File: config.mk
export PLATFORM = sky130hd
export DESIGN_NAME = dly_oneshot
export DESIGN_NICKNAME = d
export VERILOG_FILES = /design/src/rtl/dly_oneshot_pkg.sv /design/src/rtl/dly_oneshot_sync.sv /design/src/rtl/dly_oneshot_chan.sv /design/src/rtl/dly_oneshot.sv
export SDC_FILE = /design/constraint.sdc
export NUM_CORES = 1
export LEC_CHECK = 0
export CORE_MARGIN = 3
export CORE_UTILIZATION = 30
export DETAILED_ROUTE_END_ITERATION = 7
export GPL_ROUTABILITY_DRIVEN = 0
export MAX_ROUTING_LAYER = met4
export PLACE_DENSITY = 0.55
export RECOVER_POWER = 50
export REMOVE_ABC_BUFFERS = 1
export SETUP_SLACK_MARGIN = 0.4
export SLEW_MARGIN = 5
export SYNTH_ARGS = -nofsm -noshare
export SYNTH_HDL_FRONTEND = slang
export SYNTH_HIERARCHICAL = 1
export SYNTH_SLANG_ARGS = --single-unit
File: constraint.sdc
create_clock -name clk -period 5.8 [get_ports clk]
set_input_delay 1.16 -clock clk [delete_from_list [all_inputs] [get_ports clk]]
set_output_delay 1.16 -clock clk [all_outputs]
set_load 0.005 [all_outputs]
File: src/rtl/dly_oneshot_pkg.sv
package dly_oneshot_pkg;

    // How a channel decides it has finished counting.
    //   END_AFTER_ZERO : the count clock after the counter shows zero ends it
    //   END_ON_LAST    : the count clock that takes the counter to zero ends it
    typedef enum logic {
        END_AFTER_ZERO = 1'b0,
        END_ON_LAST    = 1'b1
    } end_mode_e;

    // Trigger synchroniser state.
    typedef struct packed {
        logic meta;
        logic sync;
        logic prev;
    } sync_t;

endpackage

File: src/rtl/dly_oneshot_sync.sv
module dly_oneshot_sync
    import dly_oneshot_pkg::*;
(
    input  logic clk,
    input  logic rst_n,
    input  logic din,
    output logic rise
);

    sync_t st_d, st_q;

    always_comb begin
        st_d      = st_q;
        st_d.meta = din;
        st_d.sync = st_q.meta;
        st_d.prev = st_q.sync;
    end

    always_ff @(posedge clk or negedge rst_n) begin
        if (!rst_n) begin
            st_q <= '0;
        end else begin
            st_q <= st_d;
        end
    end

    assign rise = st_q.sync & ~st_q.prev;

endmodule

File: src/rtl/dly_oneshot_chan.sv
module dly_oneshot_chan
    import dly_oneshot_pkg::*;
#(
    parameter int        CNT_W     = 16,
    parameter end_mode_e END_MODE  = END_AFTER_ZERO,
    parameter bit        IDLE_ONES = 1'b0
) (
    input  logic             clk,
    input  logic             rst_n,
    input  logic             en,
    input  logic             tick,
    input  logic             trig,
    input  logic [CNT_W-1:0] load_val,
    output logic             irq,
    output logic             active
);

    localparam logic [CNT_W-1:0] IDLE_VAL = IDLE_ONES ? {CNT_W{1'b1}} : {CNT_W{1'b0}};
    localparam logic [CNT_W-1:0] ONE      = CNT_W'(1);

    typedef struct packed {
        logic [CNT_W-1:0] cnt;
        logic             run;
        logic             pend;
        logic             irq;
    } chan_t;

    localparam chan_t RST_ST = '{cnt: IDLE_VAL, run: 1'b0, pend: 1'b0, irq: 1'b0};

    chan_t            st_d, st_q;
    logic             finish;
    logic [CNT_W-1:0] dec;

    // Terminal condition chosen by the channel's role.
    generate
        if (END_MODE == END_ON_LAST) begin : g_end_last
            assign finish = (st_q.cnt <= ONE);
        end else begin : g_end_zero
            assign finish = (st_q.cnt == '0);
        end
    endgenerate

    assign dec = st_q.cnt - ONE;

    always_comb begin
        st_d     = st_q;
        st_d.irq = 1'b0;
        if (!en) begin
            st_d = RST_ST;
        end else if (tick) begin
            if (trig || st_q.pend) begin
                st_d.cnt  = load_val;
                st_d.run  = 1'b1;
                st_d.pend = 1'b0;
            end else if (st_q.run) begin
                if (finish) begin
                    st_d.cnt = IDLE_VAL;
                    st_d.run = 1'b0;
                    st_d.irq = 1'b1;
                end else begin
                    st_d.cnt = dec;
                end
            end
        end else if (trig) begin
            st_d.pend = 1'b1;
        end
    end

    always_ff @(posedge clk or negedge rst_n) begin
        if (!rst_n) begin
            st_q <= RST_ST;
        end else begin
            st_q <= st_d;
        end
    end

    assign irq    = st_q.irq;
    assign active = st_q.run;

endmodule

File: src/rtl/dly_oneshot.sv
module dly_oneshot
    import dly_oneshot_pkg::*;
#(
    parameter int CNT_W = 16
) (
    input  logic             clk,
    input  logic             rst_n,
    input  logic             cnt_en,
    input  logic             chan_en,
    input  logic             sw_start,
    input  logic             ext_trig,
    input  logic [CNT_W-1:0] delay_val,
    input  logic [CNT_W-1:0] width_val,
    output logic             dly_irq,
    output logic             wid_irq,
    output logic             pulse_out
);

    logic ext_rise;
    logic start_evt;
    logic dly_busy_unused;

    dly_oneshot_sync u_sync (
        .clk  (clk),
        .rst_n(rst_n),
        .din  (ext_trig),
        .rise (ext_rise)
    );

    assign start_evt = sw_start | ext_rise;

    // Delay channel: terminal event one count clock after showing zero.
    dly_oneshot_chan #(
        .CNT_W    (CNT_W),
        .END_MODE (END_AFTER_ZERO),
        .IDLE_ONES(1'b0)
    ) u_dly (
        .clk     (clk),
        .rst_n   (rst_n),
        .en      (chan_en),
        .tick    (cnt_en),
        .trig    (start_evt),
        .load_val(delay_val),
        .irq     (dly_irq),
        .active  (dly_busy_unused)
    );

    // Width channel: started only by the delay channel's event.
    dly_oneshot_chan #(
        .CNT_W    (CNT_W),
        .END_MODE (END_ON_LAST),
        .IDLE_ONES(1'b1)
    ) u_wid (
        .clk     (clk),
        .rst_n   (rst_n),
        .en      (chan_en),
        .tick    (cnt_en),
        .trig    (dly_irq),
        .load_val(width_val),
        .irq     (wid_irq),
        .active  (pulse_out)
    );

endmodule

==> metrics, run 1 <==
cts repair resizes 0; reg2reg start u_sync/st_d[0]; Fmax achieved 307 MHz; Syn Area/Cell between 9 and 10 um2; crit-path max FO 14; power density over the cells ~210 mW/mm2; antenna fix cells 0; crit-path leading delay family simple AND/OR/NAND/NOR gates; relative slew slack -52.6%; die width 98.3 um; FF+latch count, synth 41; crit path capture type flip-flop; Crit path largest cell delay roughly 560 ps; Hold Crit Class reg -> reg; mux contribution to synthesized area less than 1%; CP Launch Type input pin; Setup-failing EPs final 0; Worst path slowest cell or2_2; Max Cap Viol 1; core area roughly 0.0083 mm2; via/cell ratio 5.47; Final Hold Fails 0; uppermost routed layer met4; clock root buffer clkbuf_8; vias in the first global route 2328; Total GRT Usage 14.9%; Vias roughly 2300; Routed WL 6740 um; outcome finished with violations; worst path arrival time 3490 ps; total congestion overflow 0; worst hold path depth 0; setup_tns 0 ps; final core occ between 30 and 40%; worst hold start u_sync/st_d[1]; Nets 360; Post-CTS Setup Bufs 0; DP HPWL 4690 um; period utilisation layout 56.1%; TritonCTS Buffers 5; mapped cell area around 0.0026 mm2; critical path buffer and inverter count 1; H-tree levels 2; WL met3 between 300 and 400 um; worst skew pair latency 300 ps; critical path start-end classification in -> reg; hold_buf cts 0; compound-gate portion of the synthesized area 23.2%; Slew Viols, Final 42; clock sink count 41; fin area 0.00312 mm2; placed instance area 0.00302 mm2; Initial Util a little under a third; clock tree buffer depth 2; RSZ-0062 raised after global routing no; ys flop type dfrtp_1; Netlist cell types 60; post-route clock skew 10.6 ps; largest family of logic cells by synthesized area simple AND/OR/NAND/NOR gates; LEAKAGE 1.20 nW; end of the worst hold path u_sync/st_d[0]; Layout Area Growth over Synthesis 22.0%; largest net degree at the start of global routing 42; die area 0.00967 mm2; Worst Max-Slew Pin Slew 2290 ps; xor and xnor area share after synthesis 1.71%; Post-Synth Simple-Gate Area ~28%; FF-to-FF End u_dly/st_q[17]; Clock transition at path regs 80 ps; CTS tree built; Async SR Flop Fraction 100%; DR iter-0 viols between 90 and 100; post-route ant nets 0; R2R setup slack 3300 ps; Remaining DRCs 0; DRT met1 WL 3140 um; first-pass GRT wire length 11600 um; DRT Pass-1 Iters 4; commonest cells after routing, fill and taps aside 38 x clkdlybuf4s50_1, 38 x nor2_1, 25 x dfrtp_1; DR WL met2 3210 um; IO Pins 41; PortBufs 40; min Tclk post-route 3260 ps; Synth Area in Adders 1.47%; Worst Reg-to-Reg Cells 7; Wirelength per Cell 15.8 um; height of the die 98.3 um; layout cell share with drive strength beyond 1 12.5%; register area share after synthesis between 40% and 50%; Worst Path Required 6030 ps; num rows 33; Peak VDD IR 0.0896 mV; violated checks capacitance limit, slew limit; crit path cell chain clkdlybuf4s50_1 > or2_1 > nor2_1 > nand4_1 > or2_2 > or3_1 > nand3_1; Mapped Cells 284; Post-synth EDFFs 0; initial antenna violation count 0; Ys Warns 6
worst reg2reg max path: stages (launching register included):
cell	delay [ps]
dfrtp_1	380
nor2b_4	120
or2_1	240
nor2_1	170
nand4_1	510
or2_2	560
or3_1	360
nand3_1	90
per-layer routing:
metal / vias to the layer above / track usage (%)
met1: 1117 / 19.7
met5: - / -
met3: 9 / 3.14
met2: 62 / 23.5
li1: 1137 / -
met4: 0 / 3.78
cells by family (layout without fill, tap and decap cells):
family | after synthesis | after routing
buffers and inverters | 20 | 56
muxes | 1 | 1
xor gates and xnor gates | 5 | 5
and+or+nand+nor | 133 | 133
adders and majority gates | 3 | 3
DFF | 41 | 41
AOI/OAI and AO/OA | 81 | 81
metrics by stage:
stage	cells	total power, mW	hold WS, ps	worst slack [ps]
floorplan	272	0.375	331	3010
global placement	417	0.427	335	2280
detailed placement	417	0.427	335	2230
CTS	425	0.665	355	2540
global route	425	0.693	359	2350
finish	425	0.656	353	2540
where the power goes:
part	internal (mW)	switching [mW]	leakage (nW)	total [mW]
sequential	0.298	0.0145	0.500	0.313
combinational	0.0515	0.0577	0.649	0.109
clock	0.127	0.107	0.0528	0.234
worst max-delay path by stage:
| stage | start | end | slack (ps) | cells past startpoint |
|---|---|---|---|---|
| CTS | sw_start | u_dly/st_q[17] | 2540 | 7 |
| floorplan | sw_start | u_dly/st_q[17] | 3010 | 6 |
| finish | sw_start | u_dly/st_q[17] | 2540 | 7 |
| detailed placement | sw_start | u_dly/st_q[17] | 2230 | 7 |
| global placement | sw_start | u_dly/st_q[17] | 2280 | 7 |
| global route | sw_start | u_dly/st_q[17] | 2350 | 7 |
flip-flops by register name (all words and copies together), names as in the netlist:
register	flops
u_wid/irq	1
u_sync/st_d	2
u_dly/active	1
u_sync/st_q	1
u_wid/st_q	17
u_dly/st_q	17
u_wid/active	1
u_dly/irq	1
cell usage after synthesis (4+ instances only):
library cell / count / area (um2)
o31a_1: 4 / 35.0
nor3_1: 14 / 70.1
xnor2_1: 5 / 43.8
clkbuf_1: 7 / 26.3
or3_1: 5 / 31.3
nand2_1: 21 / 78.8
or2_2: 4 / 25.0
dfrtp_1: 25 / 626
nor2_1: 38 / 143
o21ai_0: 18 / 90.1
inv_1: 8 / 30.0
and2_1: 6 / 37.5
dfstp_2: 16 / 420
a22oi_1: 9 / 67.6
nand3_1: 12 / 60.1
a221oi_1: 10 / 87.6
nor4_1: 6 / 37.5
or4_1: 4 / 30.0
o211ai_1: 4 / 30.0
a21oi_1: 11 / 55.1
final cells by class:
| class | instances | area, um2 |
|---|---|---|
| Clock buffer | 6 | 72.6 |
| Multi-Input combinational cell | 223 | 1410 |
| Sequential cell | 41 | 1050 |
| Tap cell | 105 | 131 |
| Clock inverter | 2 | 33.8 |
| Fill cell | 870 | 5140 |
| Inverter | 8 | 30.0 |
| Timing Repair Buffer | 40 | 394 |
Note: power is estimated with default switching activity, not from simulation.
==> run 2: changes to the inputs <==
==> constraint.sdc (replaced) <==
create_clock -name clk -period 3.2 [get_ports clk]
set_input_delay 0.64 -clock clk [delete_from_list [all_inputs] [get_ports clk]]
set_output_delay 0.64 -clock clk [all_outputs]
set_load 0.005 [all_outputs]
==> run 2 against run 1 <==
- the flow still finishes with violations (capacitance limit, slew limit)
- non-clock buffer count up 3
- count of clock-buffer cells in the layout up 1
- power up 85%
- clock skew down 6.0 ps
- worst setup slack worse by 1700 ps
- via count up 0.90%
- first-iteration DRC count up 14%
- combinational power up 87%
- sequential power up 81%
- design area up 1.0%
- sequential share of layout area down 0.35 points
==> metrics, run 2 (synthesis gave the netlist of run 1 again) <==
Wirelength per Cell about 15 um; RSZ-0062 raised after global routing no; min Tclk post-route 2360 ps; H-tree levels 2; Hold Crit Class reg -> reg; CTS tree built; worst hold start u_sync/st_d[1]; Storage cell area approximately 0.0010 mm2; Nets 363; CP Launch Type input pin; clock tree buffer depth 2; worst skew pair latency about 300 ps; clock sink count 41; vias in the first global route around 2300; Peak VDD IR 0.177 mV; layout cell share with drive strength beyond 1 a little over an eighth; Fillers 851; FF-to-FF End u_dly/st_q[18]; Total GRT Usage 14.6%; period utilisation layout about three quarters; R2R setup slack 970 ps; Routed WL 6610 um; die area 0.00967 mm2; initial antenna violation count 0; cts repair resizes 0; Initial Util 31.0%; worst hold path depth 0; crit path capture type async pin; Worst Reg-to-Reg Cells 5; relative slew slack -55.2%; reg2reg start u_dly/st_q[9]; total congestion overflow 0; outcome finished with violations; Vias 2346; hold_buf cts 0; height of the die 98.3 um; num rows 33; Setup-failing EPs final 0; post-route clock skew 4.66 ps; Critical Path Source rst_n; post-route ant nets 0; PortBufs 40; post-route insts no fill roughly 430; Worst path slowest cell clkbuf_1; end of the worst hold path u_sync/st_d[0]; critical path buffer and inverter count 1; antenna fix cells 0; Fmax achieved approximately 420 MHz; die width 98.3 um; Post-CTS Setup Bufs 0; Crit path largest cell delay 1630 ps; commonest cells after routing, fill and taps aside 38 x clkdlybuf4s50_1, 38 x nor2_1, 25 x dfrtp_1; crit path cell chain clkbuf_1; LEAKAGE 1.22 nW; via/cell ratio approximately 5.5; power density over the cells roughly 390 mW/mm2; Post-Place Cells 420; DR iter-0 viols 107; area taken by multi-input logic gates 0.00141 mm2; Final Hold Fails 0; core area 0.00826 mm2; TritonCTS Buffers 5; IO Pins 41; Clock transition at path regs 80 ps; Max Cap Viol 1; largest net degree at the start of global routing 42; DP HPWL around 4600 um; Design Power roughly 1.2 mW; Layout Area Growth over Synthesis 23.3%; Remaining DRCs 0; DRT Pass-1 Iters 4; Worst Max-Slew Pin Slew 2330 ps; Worst Path Required about 3100 ps; setup_tns 0 ps; crit-path max FO between 40 and 50; worst path arrival time 2290 ps; Slew Viols, Final 42; final core occ 38.2%; crit-path leading delay family buffers and inverters; clock root buffer clkbuf_8; critical path start-end classification in -> async; violated checks capacitance limit, slew limit; first-pass GRT wire length 11300 um
run 2: per-stage QoR:
step / cell area (um2) / hold WS (ps) / setup WS, ps
after floorplan: 2490 / 331 / 935
final: 3150 / 356 / 841
after detailed placement: 3040 / 342 / 631
after CTS: 3150 / 362 / 915
after global placement: 3040 / 335 / 664
after global routing: 3150 / 369 / 413
run 2: worst max-delay path by stage:
stage | end | slack, ps | cells after the start
2_1_floorplan | u_dly/st_q[17] | 930 | 6
3_3_place_gp | u_dly/st_q[14] | 660 | 6
3_5_place_dp | u_wid/st_q[18] | 630 | 6
4_1_cts | u_wid/st_q[18] | 910 | 6
5_1_grt | u_sync/st_d[1] | 410 | 1
6_report | u_dly/st_q[10] | 840 | 1
run 2: per-layer routing:
layer | vias up | track usage, % | wire length, um
met5 | - | - | 0
met4 | 0 | 3.99 | 73
met3 | 7 | 3.00 | 383
met2 | 81 | 22.4 | 3030
met1 | 1110 | 19.8 | 3120
li1 | 1148 | - | -
run 2: where the power goes:
part | switching [mW] | internal [mW] | total, mW
clock | 0.189 | 0.255 | 0.443
combinational | 0.107 | 0.0971 | 0.204
sequential | 0.0260 | 0.540 | 0.566
total | 0.322 | 0.892 | 1.21
run 2: area by class of cell:
| class | instances | share of cell area, % |
|---|---|---|
| Clock buffer | 7 | 2.74 |
| Timing Repair Buffer | 43 | 13.2 |
| Multi-Input combinational cell | 223 | 44.8 |
| Tap cell | 105 | 4.17 |
| Inverter | 8 | 0.952 |
| Sequential cell | 41 | 33.2 |
| Clock inverter | 1 | 0.952 |
